`config.mk`:
```
export PLATFORM = sky130hd
export DESIGN_NAME = ctl_irq_reg
export DESIGN_NICKNAME = d
export VERILOG_FILES = /design/src/rtl/irq_reg_pkg.sv /design/src/rtl/irq_enable_bank.sv /design/src/rtl/irq_sticky_bank.sv /design/src/rtl/irq_merge.sv /design/src/rtl/ctl_irq_reg.sv
export SDC_FILE = /design/constraint.sdc
export NUM_CORES = 1
export LEC_CHECK = 0
export BUFFER_PORTS_ARGS = -buffer_cell sky130_fd_sc_hd__buf_2
export CELL_PAD_IN_SITES_DETAIL_PLACEMENT = 0
export CELL_PAD_IN_SITES_GLOBAL_PLACEMENT = 1
export CORE_UTILIZATION = 30
export DETAILED_ROUTE_END_ITERATION = 8
export PLACE_DENSITY = 0.86
export SETUP_SLACK_MARGIN = 0.15
export SLEW_MARGIN = 15
export SYNTH_ARGS = -nofsm -noshare
export SYNTH_HDL_FRONTEND = slang
export SYNTH_HIERARCHICAL = 1
export SYNTH_SLANG_ARGS = --single-unit
```
`constraint.sdc`:
```
create_clock -name clk -period 2 [get_ports clk]
set_clock_uncertainty 0.15 [all_clocks]
set_input_delay 0.2 -clock clk [delete_from_list [all_inputs] [get_ports clk]]
set_output_delay 0.2 -clock clk [all_outputs]
set_load 0.005 [all_outputs]
```
`src/rtl/irq_reg_pkg.sv`:
```
`timescale 1ns/1ps
package irq_reg_pkg;
    localparam int REG_W    = 32;
    localparam int LANE_W   = 8;
    localparam int LANES    = REG_W / LANE_W;
    localparam int EN_OFS   = REG_W / 2;
    localparam int N_STICKY = 6;
    localparam int N_LIVE   = 5;

    typedef logic [REG_W-1:0] word_t;

    // flag positions; enable is EN_OFS above each
    localparam int STICKY_POS [N_STICKY] = '{2, 3, 12, 13, 14, 15};
    localparam int LIVE_POS   [N_LIVE]   = '{0, 1, 4, 10, 11};

    typedef struct packed {
        logic             sel;
        logic             we;
        logic [LANES-1:0] be;
        word_t            wdata;
    } bus_req_t;

    function automatic word_t flag_mask();
        word_t m = '0;
        for (int i = 0; i < N_STICKY; i++) m[STICKY_POS[i]] = 1'b1;
        for (int i = 0; i < N_LIVE; i++)   m[LIVE_POS[i]]   = 1'b1;
        return m;
    endfunction

    function automatic word_t en_mask();
        word_t f = flag_mask();
        word_t m = '0;
        for (int b = 0; b < EN_OFS; b++) m[b+EN_OFS] = f[b];
        return m;
    endfunction

    function automatic word_t impl_mask();
        return flag_mask() | en_mask();
    endfunction
endpackage

```
`src/rtl/irq_enable_bank.sv`:
```
`timescale 1ns/1ps
module irq_enable_bank
    import irq_reg_pkg::*;
(
    input  logic     clk,
    input  logic     rst,
    input  bus_req_t req,
    output word_t    en_q
);
    localparam word_t EN_M = en_mask();

    for (genvar l = 0; l < LANES; l++) begin : g_lane
        always_ff @(posedge clk) begin
            if (rst) begin
                en_q[l*LANE_W +: LANE_W] <= '0;
            end else if (req.sel && req.we && req.be[l]) begin
                en_q[l*LANE_W +: LANE_W] <= req.wdata[l*LANE_W +: LANE_W]
                                          & EN_M[l*LANE_W +: LANE_W];
            end
        end
    end
endmodule

```
`src/rtl/irq_sticky_bank.sv`:
```
`timescale 1ns/1ps
module irq_sticky_bank
    import irq_reg_pkg::*;
(
    input  logic                clk,
    input  logic                rst,
    input  bus_req_t            req,
    input  logic [N_STICKY-1:0] evt_pulse,
    output logic [N_STICKY-1:0] flags_q
);
    for (genvar i = 0; i < N_STICKY; i++) begin : g_flag
        localparam int POS  = STICKY_POS[i];
        localparam int LANE = POS / LANE_W;
        logic sw_clr;

        always_comb sw_clr = req.sel && req.we && req.be[LANE] && !req.wdata[POS];

        always_ff @(posedge clk) begin
            if (rst)               flags_q[i] <= 1'b0;
            else if (evt_pulse[i]) flags_q[i] <= 1'b1;   // set beats clear
            else if (sw_clr)       flags_q[i] <= 1'b0;
        end
    end
endmodule

```
`src/rtl/irq_merge.sv`:
```
`timescale 1ns/1ps
module irq_merge
    import irq_reg_pkg::*;
(
    input  logic                clk,
    input  logic                rst,
    input  logic                sel,
    input  word_t               en_q,
    input  logic [N_STICKY-1:0] flags_q,
    input  logic [N_LIVE-1:0]   pend_lvl,
    output word_t               reg_word,
    output word_t               rdata,
    output logic                irq
);
    logic [EN_OFS-1:0] active;

    always_comb begin
        reg_word = en_q;
        for (int i = 0; i < N_STICKY; i++) reg_word[STICKY_POS[i]] = flags_q[i];
        for (int i = 0; i < N_LIVE; i++)   reg_word[LIVE_POS[i]]   = pend_lvl[i];
        active = reg_word[EN_OFS-1:0] & reg_word[REG_W-1:EN_OFS];
        rdata  = sel ? reg_word : '0;
    end

    always_ff @(posedge clk) begin
        if (rst) irq <= 1'b0;
        else     irq <= |active;
    end
endmodule

```
`src/rtl/ctl_irq_reg.sv`:
```
`timescale 1ns/1ps
module ctl_irq_reg
    import irq_reg_pkg::*;
(
    input  logic                  clk,
    input  logic                  rst,
    input  logic                  bus_sel,
    input  logic [LANES-1:0]      bus_be,
    input  logic                  bus_we,
    input  logic [REG_W-1:0]      bus_wdata,
    output logic [REG_W-1:0]      bus_rdata,
    input  logic [N_STICKY-1:0]   evt_pulse,
    input  logic [N_LIVE-1:0]     pend_lvl,
    output logic                  irq
);
    bus_req_t              req;
    word_t                 en_q;
    word_t                 reg_word;
    logic [N_STICKY-1:0]   flags_q;

    always_comb begin
        req.sel   = bus_sel;
        req.we    = bus_we;
        req.be    = bus_be;
        req.wdata = bus_wdata;
    end

    irq_enable_bank u_en (
        .clk(clk), .rst(rst), .req(req), .en_q(en_q)
    );

    irq_sticky_bank u_st (
        .clk(clk), .rst(rst), .req(req), .evt_pulse(evt_pulse), .flags_q(flags_q)
    );

    irq_merge u_mrg (
        .clk(clk), .rst(rst), .sel(bus_sel), .en_q(en_q), .flags_q(flags_q),
        .pend_lvl(pend_lvl), .reg_word(reg_word), .rdata(bus_rdata), .irq(irq)
    );
endmodule

```
==> impl_metrics.yaml <==
placement:
  dpl_worst_slack_ps: 660.0
  gp_congestion: 0.7303
  postPlaceCellArea_sq_um: 1446
  place.port_buffers: 58
  dp_hpwl_mm: 2.073
clock_network:
  cts_buffer_depth: 2
  clkSinkCount: 18
  ctsHoldBuffers: 0
  cts-resized-gates: 0
  insertion_delay_ps: 250
  post_cts_buffers: 0
  cts_tree: "yes"
  htree_levels: 1
  clkTransAtPathRegs_ps: 60
  clock-root-buffer: "clkbuf_8"
  cts_buffers: 3
logic_synthesis:
  syn-cell-area_sq_um: 1171
  avgSynthCellArea_sq_um: 8.805
  yosysWarnings: 6
  synth_cells: 133
global_route:
  grt_pass1_vias: 867
  grt_antenna_before_repair: 0
  grt_usage: 0.1218
  overflow: 0
  grt_pass1_wl_mm: 3.919
  grt_max_degree: 30
die:
  core_area_sq_um: 3716
  die_w_um: 64.48
  rows: 22
  dieArea_sq_um: 4158
  fp.dieH_um: 64.48
  start_util: 0.3152
  boundaryPins: 84
pwr:
  peakVddDrop_mv: 0.3802
  powerDensity_nw_per_um2: 534.6
  p_leak_nw: 0.7105
  total_power_uw: 795.4
timing:
  rsz0062_at_grt: "false"
  max_clock_freq_mhz: 764.7
  worst_slack_ps: 692.3
  slew_violations: 0
  tns_ps: 0
  period_minus_slack_ps: 1308
  hold_violations: 0
  finalSetupViolCount: 0
  post-route-period-util: 0.6538
cells_and_area:
  layout-drive-gt1-share: 0.3850
  antennaDiodeCount: 0
  final_area_sq_um: 1488
  num-fill-cells: 413
  nets: 240
  area_growth_pct: 27.03
detailed_routing:
  drt-wirelength-per-cell_um: 10.86
  drc_errors: 0
  dr.pass1.iters: 4
  drt_iter0_markers: 28
  wl_mm: 2.551
  final_antenna_net_count: 0
  num_vias: 1010
  avgViaCountPerCell: 4.298
hold_path:
  hp-class: "in2reg"
  worstHoldStart: "bus_wdata[27]"
run:
  drv_cap: 0
critical_path:
  r2r_slack_ps: 690
  path_class: "reg2reg"
  crit_slowest_cell: "a221oi_1"
  arrival_ps: 1270
  crit_required_ps: 1970
  critPathMaxFanout: 3
  crit_chain: "a22o_1, a221oi_1, a31oi_1"
  crit_start: "u_en/en_q[27]"
  startpoint_type: "flip-flop"
  regToRegStartpoint: "u_en/en_q[27]"
  worstSetupEndpointType: "flip-flop"
  cpPeakStageDelay_ps: 340
status:
  status: "finished, final reports clean"
## state kept, by name (all words and copies together) (netlist names)
signal	cells
u_mrg/irq	1
u_en/en_q	11
u_st/flags_q	6
## placed cells by master (no fill, tap or decap)
cell / count
and2_2: 1
a22o_1: 3
and3_1: 3
a221oi_2: 1
and3_4: 2
dfxtp_1: 18
a31oi_1: 1
a211oi_2: 6
nor2_1: 12
buf_2: 58
and2_1: 31
mux2i_1: 11
a221oi_1: 2
buf_4: 1
conb_1: 10
nand2b_1: 22
clkbuf_8: 3
a22oi_1: 2
## final timing paths
kind,end,cells after the start
setup reg to reg,u_mrg/irq,3
setup / recovery,u_mrg/irq,3
hold reg to reg,u_en/en_q[30],2
hold / removal,u_en/en_q[27],3
## critical path: cells and delay by family (launching register included)
family,cells,cell delay [ps]
AO/OA/AOI/OAI,3,700
flip-flops,1,330
## per-stage QoR
stage / cells / utilization / hold WS [ps]
after floorplan: 142 / - / 114.6
after global routing: 235 / 0.4003 / 52.16
after global placement: 232 / 0.3892 / 313.2
final: 235 / 0.4003 / 55.58
after CTS: 235 / 0.4003 / 53.10
after detailed placement: 232 / 0.3892 / 321.5
## routing by layer
metal,vias up,track usage,share of wire
met5,-,0,0
met4,0,0.02500,0.0059
met3,2,0.03169,0.059
met2,37,0.2118,0.47
met1,437,0.1502,0.46
li1,534,-,-
## cell type report
class | count | area [sq um] | area share
well taps | 48 | 60.06 | 0.04037
clock buffers | 3 | 41.29 | 0.02775
flip-flops and latches | 18 | 360.3 | 0.2422
repair buffers | 59 | 297.8 | 0.2002
multi-input cells | 107 | 728.2 | 0.4895
## power breakdown
part	total [mW]	leakage [nW]	switching, mW	internal [mW]
Combinational	0.159	0.541	0.0728	0.0862
Clock	0.245	0.0216	0.112	0.134
Sequential	0.391	0.148	0.0137	0.378
Power figures use the tool's default switching activity.
